`config.mk`:
```
export PLATFORM = sky130hd
export DESIGN_NAME = segwr_port
export DESIGN_NICKNAME = d
export VERILOG_FILES = /design/src/rtl/segwr_pkg.sv /design/src/rtl/segwr_sync.sv /design/src/rtl/segwr_ctrl.sv /design/src/rtl/segwr_glyph.sv /design/src/rtl/segwr_bank.sv /design/src/rtl/segwr_port.sv
export SDC_FILE = /design/constraint.sdc
export NUM_CORES = 1
export LEC_CHECK = 0
export BUFFER_PORTS_ARGS = -buffer_cell sky130_fd_sc_hd__buf_2
export CORE_ASPECT_RATIO = 0.8
export CORE_MARGIN = 3
export CORE_UTILIZATION = 40
export DETAILED_ROUTE_END_ITERATION = 8
export HOLD_SLACK_MARGIN = 0.06
export PLACE_DENSITY = 0.67
export SYNTH_ARGS = -nofsm -noshare
export SYNTH_HDL_FRONTEND = slang
export SYNTH_SLANG_ARGS = --single-unit
export TNS_END_PERCENT = 5
```
`constraint.sdc`:
```
create_clock -name clk -period 1.9 [get_ports clk]
set_input_delay 0.095 -clock clk [delete_from_list [all_inputs] [get_ports clk]]
set_output_delay 0.095 -clock clk [all_outputs]
set_load 0.01 [all_outputs]
```
`src/rtl/segwr_pkg.sv`:
```
package segwr_pkg;
    localparam int CODE_W = 4;
    localparam int SEG_W  = 7;

    typedef enum logic [1:0] {
        ST_IDLE    = 2'd0,
        ST_CAPTURE = 2'd1,
        ST_COMMIT  = 2'd2
    } wr_state_e;
endpackage

```
`src/rtl/segwr_sync.sv`:
```
module segwr_sync #(
    parameter int WIDTH  = 2,
    parameter int STAGES = 2
) (
    input  logic             clk,
    input  logic             rst_n,
    input  logic [WIDTH-1:0] async_i,
    output logic [WIDTH-1:0] sync_o
);
    logic [STAGES-1:0][WIDTH-1:0] pipe_q;

    generate
        for (genvar s = 0; s < STAGES; s++) begin : g_stage
            if (s == 0) begin : g_first
                always_ff @(posedge clk or negedge rst_n) begin
                    if (!rst_n) pipe_q[0] <= '1;
                    else        pipe_q[0] <= async_i;
                end
            end else begin : g_rest
                always_ff @(posedge clk or negedge rst_n) begin
                    if (!rst_n) pipe_q[s] <= '1;
                    else        pipe_q[s] <= pipe_q[s-1];
                end
            end
        end
    endgenerate

    assign sync_o = pipe_q[STAGES-1];
endmodule

```
`src/rtl/segwr_ctrl.sv`:
```
module segwr_ctrl
    import segwr_pkg::*;
#(
    parameter int ADDR_W = 2
) (
    input  logic              clk,
    input  logic              rst_n,
    input  logic [1:0]        sel_n_s,
    input  logic [CODE_W-1:0] code_i,
    input  logic [ADDR_W-1:0] addr_i,
    output logic              commit_o,
    output logic [CODE_W-1:0] code_o,
    output logic [ADDR_W-1:0] addr_o,
    output wr_state_e         state_o
);
    wr_state_e state_q, state_d;
    logic      both_low;

    assign both_low = ~sel_n_s[0] & ~sel_n_s[1];

    always_comb begin
        state_d = state_q;
        unique case (state_q)
            ST_IDLE:    if (both_low)  state_d = ST_CAPTURE;
            ST_CAPTURE: if (!both_low) state_d = ST_COMMIT;
            ST_COMMIT:  state_d = both_low ? ST_CAPTURE : ST_IDLE;
            default:    state_d = ST_IDLE;
        endcase
    end

    always_ff @(posedge clk or negedge rst_n) begin
        if (!rst_n) state_q <= ST_IDLE;
        else        state_q <= state_d;
    end

    always_ff @(posedge clk or negedge rst_n) begin
        if (!rst_n) begin
            code_o <= '0;
            addr_o <= '0;
        end else if (both_low) begin
            code_o <= code_i;
            addr_o <= addr_i;
        end
    end

    assign commit_o = (state_q == ST_COMMIT);
    assign state_o  = state_q;
endmodule

```
`src/rtl/segwr_glyph.sv`:
```
module segwr_glyph
    import segwr_pkg::*;
(
    input  logic [CODE_W-1:0] code_i,
    output logic [SEG_W-1:0]  seg_o
);
    always_comb begin
        unique case (code_i)
            4'd0:  seg_o = 7'h3F;
            4'd1:  seg_o = 7'h06;
            4'd2:  seg_o = 7'h5B;
            4'd3:  seg_o = 7'h4F;
            4'd4:  seg_o = 7'h66;
            4'd5:  seg_o = 7'h6D;
            4'd6:  seg_o = 7'h7D;
            4'd7:  seg_o = 7'h07;
            4'd8:  seg_o = 7'h7F;
            4'd9:  seg_o = 7'h6F;
            4'd10: seg_o = 7'h40;
            4'd11: seg_o = 7'h79;
            4'd12: seg_o = 7'h76;
            4'd13: seg_o = 7'h38;
            4'd14: seg_o = 7'h73;
            default: seg_o = 7'h00;
        endcase
    end
endmodule

```
`src/rtl/segwr_bank.sv`:
```
module segwr_bank
    import segwr_pkg::*;
#(
    parameter int DIGITS = 4,
    parameter int ADDR_W = 2
) (
    input  logic                    clk,
    input  logic                    rst_n,
    input  logic                    we_i,
    input  logic [ADDR_W-1:0]       field_i,
    input  logic [SEG_W-1:0]        pat_i,
    output logic [DIGITS*SEG_W-1:0] seg_o
);
    generate
        for (genvar k = 0; k < DIGITS; k++) begin : g_digit
            logic [SEG_W-1:0] pat_q;
            always_ff @(posedge clk or negedge rst_n) begin
                if (!rst_n)                                   pat_q <= '0;
                else if (we_i && field_i == ADDR_W'(k))       pat_q <= pat_i;
            end
            assign seg_o[k*SEG_W +: SEG_W] = pat_q;
        end
    endgenerate
endmodule

```
`src/rtl/segwr_port.sv`:
```
module segwr_port
    import segwr_pkg::*;
#(
    parameter  int DIGITS      = 4,
    parameter  int SYNC_STAGES = 2,
    localparam int ADDR_W      = $clog2(DIGITS)
) (
    input  logic                    clk,
    input  logic                    rst_n,
    input  logic                    sel_a_n,
    input  logic                    sel_b_n,
    input  logic [CODE_W-1:0]       code_i,
    input  logic [ADDR_W-1:0]       addr_i,
    output logic [DIGITS*SEG_W-1:0] seg_o
);
    logic [1:0]        sel_s;
    logic              commit_w;
    logic [CODE_W-1:0] code_q;
    logic [ADDR_W-1:0] addr_q;
    logic [ADDR_W-1:0] field_w;
    logic [SEG_W-1:0]  pat_w;
    wr_state_e         state_w;

    segwr_sync #(.WIDTH(2), .STAGES(SYNC_STAGES)) u_sync (
        .clk(clk), .rst_n(rst_n),
        .async_i({sel_b_n, sel_a_n}), .sync_o(sel_s)
    );

    segwr_ctrl #(.ADDR_W(ADDR_W)) u_ctrl (
        .clk(clk), .rst_n(rst_n), .sel_n_s(sel_s),
        .code_i(code_i), .addr_i(addr_i),
        .commit_o(commit_w), .code_o(code_q), .addr_o(addr_q),
        .state_o(state_w)
    );

    segwr_glyph u_glyph (.code_i(code_q), .seg_o(pat_w));

    // Reversed address: 0 selects the highest field.
    assign field_w = ADDR_W'(DIGITS - 1) - addr_q;

    segwr_bank #(.DIGITS(DIGITS), .ADDR_W(ADDR_W)) u_bank (
        .clk(clk), .rst_n(rst_n), .we_i(commit_w),
        .field_i(field_w), .pat_i(pat_w), .seg_o(seg_o)
    );
endmodule

```
# Word-level counts from Yosys, hierarchy flattened
# Memories as Yosys holds them, arrays and structs flattened.
# Cells that the tools add are included.
# classes
add_sub_neg,1
n_eq_ne,7
muxes,4
bitwise_logic,3
n_reduce_logical,7
# op_table
operator,count
"2-bit == test, second input constant",3
2-bit one-hot mux with 3 select lines,1
"2-bit by 1-bit == test with 1-bit output, second input constant",2
1-bit logical AND,4
2-bit zero test,2
2-bit 2-to-1 mux,2
"2-bit by 1-bit != test with 1-bit output, second input constant",1
"2-bit != test, second input constant",1
1-bit NOT,2
2-bit AND reduction,1
"2-bit subtractor, first input constant",1
1-bit bitwise AND,1
1-bit 2-to-1 mux,1
# totals
register_bits,40
rom_bits,112
input_bits,10
out_inout_bits,28
elab_cells,32
mem_count,1
# memory_table
memory,depth,width,rd,rd_ports_with_merged_regs,wr,line,text
(name not given),16,7,1,0,0,segwr_glyph.sv:8,unique case (code_i)

# Longest topological paths before layout
# logic_depth
depth_word,4
mapped_depth,5
ltp_nobuf,5

# Hierarchy
# Synthesis repeated with hierarchy kept, for this count alone.
# unflattened
cells_unflattened,125
area_unflattened_um2,1770.4
# by_module_without_submodules
mod,n_inst,cells_per_inst,area_each_um2,seq_area_each_um2
segwr_bank,1,60,1067.3,700.7
segwr_ctrl,1,18,300.3,200.2
segwr_glyph,1,39,275.3,0.0
segwr_sync,1,6,120.1,105.1
segwr_port,1,2,7.5,0.0

# Worst setup path after synthesis
# OpenSTA, ideal clock, no wires.
# synth_timing
kind,register to register
from,register u_ctrl.code_o[0]
to,register u_bank.g_digit[2].pat_q[1]
setup_ns,0.130
t_arrival_ns,1.436
required_time_ns,1.770
setup_slack_ns,0.334
path_stages_with_launch,6
path_buffers,0
synth_period_minus_slack_ns,1.566
path_cell_list,dfrtp_1 > inv_1 > ha_1 > or3b_1 > a31oi_2 > o21ai_1
# synth_between
elab_chain_cells,1
# synth_lines
item,line,text
"start, declared",segwr_ctrl.sv:12,"output logic [CODE_W-1:0] code_o,"
"start signal, assigned",segwr_ctrl.sv:41,code_o <= code_i;
memory read 16 x 7 bit,--,
"end signal, assigned",segwr_bank.sv:19,else if (we_i && field_i == ADDR_W'(k)) pat_q <= pat_i;
"end, declared",segwr_bank.sv:16,logic [SEG_W-1:0] pat_q;
# No other way between the ends.
# A chain may end at the register's enable or synchronous reset.

# Worst setup path after layout
# layout_timing
from,register u_ctrl.code_o[1]
to,register u_bank.g_digit[2].pat_q[3]
# Same word-level chain as after synthesis.

==> results list <==
- The endpoint identified for the worst register-to-register timing path is u_bank.g_digit[2].pat_q[3].
- STA classifies the critical path endpoint as a flop.
- Setup repair after global routing left no endpoint under its margin.
* Fill count: 374
- The startpoint identified for the worst hold timing path is u_sync.pipe_q[1].
- In this run the static leakage power is 1.07 nW.
- Post-CTS Resized: 0
- In this run the worst hold path is classified as flop to flop.
* Utilization of the core after routing: 55.5%
* First-iteration detailed-routing DRC count: 48
- Final cycle utilization of the critical path: 91.3%
- Number of buffers between clock root and the deepest sink: 2
- Dividing the synthesized area by the synthesized cell count gives 11.6 sq um.
* Unique masters post-synth: 36
* Final Hold Vio Count: 0
- The clock period could shrink to 1740 ps.
* Yosys synthesis warning count: 0
- Area enclosed by the die boundary: 0.00523 sq mm
* Minimum setup slack in the final design: 165 ps
- IO buf count: 37
- Area post-placement: 0.00201 sq mm
- Setup clock skew after layout: 4.01 ps
- Required arrival time at the worst endpoint: 2100 ps
- Worst slew pin tran: 867 ps
* Core area: 0.00400 sq mm
- Total standard cell area after synthesis: 0.00176 sq mm
* Cell breakdown of the critical path: inv_1, ha_1, inv_1, mux4_2, o21ai_1
- Ant. Diodes: 0
- VDD sags by at most 0.539 mV.
* Number of failing setup endpoints in the final timing report: 0
- Number of clock sinks: 40
- The H-tree was split into 2 levels.
- Worst-path cell with the longest stage delay: mux4_2
- The cell count after synthesis came out at 152.
- By startpoint and endpoint, the worst setup path is classified as flop to flop.
* Total GRT Usage: 16.1%
- Measured along the y axis, the die boundary spans 65.3 um.
- The clock reaches the later pin of the worst-skew pair after 290 ps.
- TritonCTS built the clock tree.
* Starting density of the core: 43.9%
- Clock transition at the register clock pins on the worst setup and hold paths after CTS: 80 ps
* First-pass GRT wire length: 6210 um
- During I/O placement, the number of pins put on the boundary was 38.
- Arrival time reported for the critical path endpoint: 1940 ps
- The largest single stage delay on the critical path is 520 ps.
* Setup slack of the worst register-to-register path: 160 ps
* Flop and latch count out of synthesis: 40
* Startpoint of the most critical register-to-register path: u_ctrl.code_o[1]
- Compared with the post-synthesis result, the final layout area differs by 26.5%.
- The routed design has 3670 um of wire.
- Number of vias after detailed routing: 1322
- The root buffer cell chosen for the clock tree is clkbuf_8.
- Destination of the worst hold path: u_sync.sync_o[1]
* Nets: 220
* CP startpoint kind: flop
* Final instance area: 0.00222 sq mm
- For this design the ratio of total power to cell area is 1380 mW/mm^2.
* Routability-driven placement congestion ratio: 0.791
- Row count: 20
- Sequential cell area fraction in the yosys report: 57.2%
- Overall die width: 80.1 um
- Count of max-cap constraint violations: 0
- The number of clock buffers added by TritonCTS is 5.
- Worst max-slew margin expressed relative to the limit: 42.2%
- The worst hold path was traced through 0 stages.
* Drt wl/cell: 14.2 um
* Pin count of the biggest net entering global routing: 41
- Cells with a size suffix above 1 make up 33.3% of the layout.
* Post-placement setup slack: 197 ps
- Dividing the detail-routed via count by the number of cells gives 5.10.
* Number of antenna violations at the first check in global routing: 0
* Power after layout: 3.08 mW
- Setup total negative slack on the finished layout was measured at 0 ps.
* Vias in the first global route: 1293
- Mapped Nets: 169
* Final number of max-transition violations: 0
- Maximum fanout encountered on the critical timing path: 5
- Depth of the worst register-to-register path: 5
* Maximum operating frequency: 576 MHz
- Detailed placement ended at an HPWL of 2630 um.
* Result of the run: completed
* Overflow left after global routing: 0
- Post-CTS timing repair inserted 0 buffers for setup.
- Detailed Routing Iterations Pass 1: 4
- The detail route stage leaves a number of antenna-violating nets equal to 0.
- In the routed design, unresolved DRC markers number 0.
* Critical Path Most Common Cell: inv_1
==> cells in the final DEF, fill, tap and decap left out, drive strengths merged, types with 3 or more instances in the layout <==
master and instances:
dfstp 4, inv 7, buf 41, nand2b 3, dfrtp 36, nor2 5
mux2 3, o21ai 19, a31oi 5, o31ai 8, nand2 28, clkbuf 7
dlygate4sd3 9, ha 7
==> cell usage after synthesis <==
library cell,n,area share (%)
nor2_1,5,1.1
nand4b_1,1,0.50
a21o_1,1,0.43
nor4bb_1,2,1.1
nand4bb_1,2,1.3
mux2_2,3,1.9
ha_1,7,5.0
dfrtp_1,36,51
clkbuf_1,1,0.21
buf_6,1,0.64
dfstp_2,4,6.0
nand2_1,24,5.1
a21oi_1,1,0.28
a31oi_2,1,0.71
and2_1,1,0.36
o31ai_1,8,3.4
nor3b_1,2,0.85
buf_4,1,0.43
a21boi_1,1,0.43
a31oi_1,4,1.4
nand2b_1,3,1.1
inv_1,7,1.5
mux4_2,2,2.6
or3b_1,1,0.50
o211a_1,1,0.57
or4b_4,1,0.78
nor4b_1,1,0.50
o21ai_1,12,3.4
o21ai_2,4,2.0
buf_1,2,0.43
o21ai_0,3,0.85
nor2b_1,1,0.36
buf_2,1,0.28
o31a_1,1,0.50
a211oi_1,2,0.85
nand2_2,4,1.4
==> where the power goes <==
group          internal [mW]  switching (mW)
clock network          0.463           0.290
logic                  0.436           0.529
registers               1.16           0.197
==> cell families after synthesis <==
kind of cell               synth area share, %
muxes                                     4.48
buffers and inverters                     3.49
DFF                                       57.2
adders and majority gates                 4.98
AOI/OAI and AO/OA                         14.9
and+or+nand+nor                           14.9
==> routing by layer <==
metal / GRT usage (%) / wire (um)
met1: 20.0 / 1630
met2: 25.2 / 1740
met3: 4.25 / 209
met5: 0 / 0
met4: 9.49 / 93
==> repair_timing <==
item	CTS	global route
hold buffers	9	0
endpoints found under the hold margin	44	0
setup endpoints to repair	0	0
==> metrics by stage <==
step | hold slack [ps] | cells
final | 357 | 259
after global routing | 364 | 259
after CTS | 358 | 259
after detailed placement | 201 | 242
after global placement | 201 | 242
after floorplan | -201 | 152
==> layout make-up <==
type,instances,area (sq um),share of cell area [%]
Clock inverter,1,30.0,1.35
Timing Repair Buffer,50,305,13.7
Multi-Input combinational cell,99,691,31.1
Sequential cell,40,1010,45.2
Tap cell,55,68.8,3.10
Clock buffer,7,96.3,4.33
Inverter,7,26.3,1.18
==> how the worst max path moves through the flow <==
stage / start / endpoint / slack [ps] / cells after the start
5_1_grt: u_ctrl.code_o[1] / u_bank.g_digit[2].pat_q[1] / 30 / 5
2_1_floorplan: u_ctrl.code_o[0] / u_bank.g_digit[2].pat_q[1] / 330 / 5
4_1_cts: u_ctrl.code_o[1] / u_bank.g_digit[2].pat_q[3] / 160 / 5
3_3_place_gp: u_ctrl.code_o[0] / u_bank.g_digit[2].pat_q[1] / 270 / 5
6_report: u_ctrl.code_o[1] / u_bank.g_digit[2].pat_q[3] / 160 / 5
3_5_place_dp: u_ctrl.code_o[1] / u_bank.g_digit[0].pat_q[1] / 200 / 5
==> worst max-delay path: cells and delay by family (launching register included) <==
family                   cells  cell delay, ps
AO/OA/AOI/OAI                1             170
adder cells (fa/ha/maj)      1             360
buffers and inverters        2             190
flip-flops                   1             430
multiplexers                 1             520
==> sequential cells by signal, indices dropped and copies added, names as in the netlist <==
register / cells
u_bank.g_digit.pat_q: 28
u_ctrl.code_o: 4
u_ctrl.addr_o: 2
u_ctrl.state_o: 2
u_sync.pipe_q: 2
u_sync.sync_o: 2
Note: power is estimated with default switching activity, not from simulation.
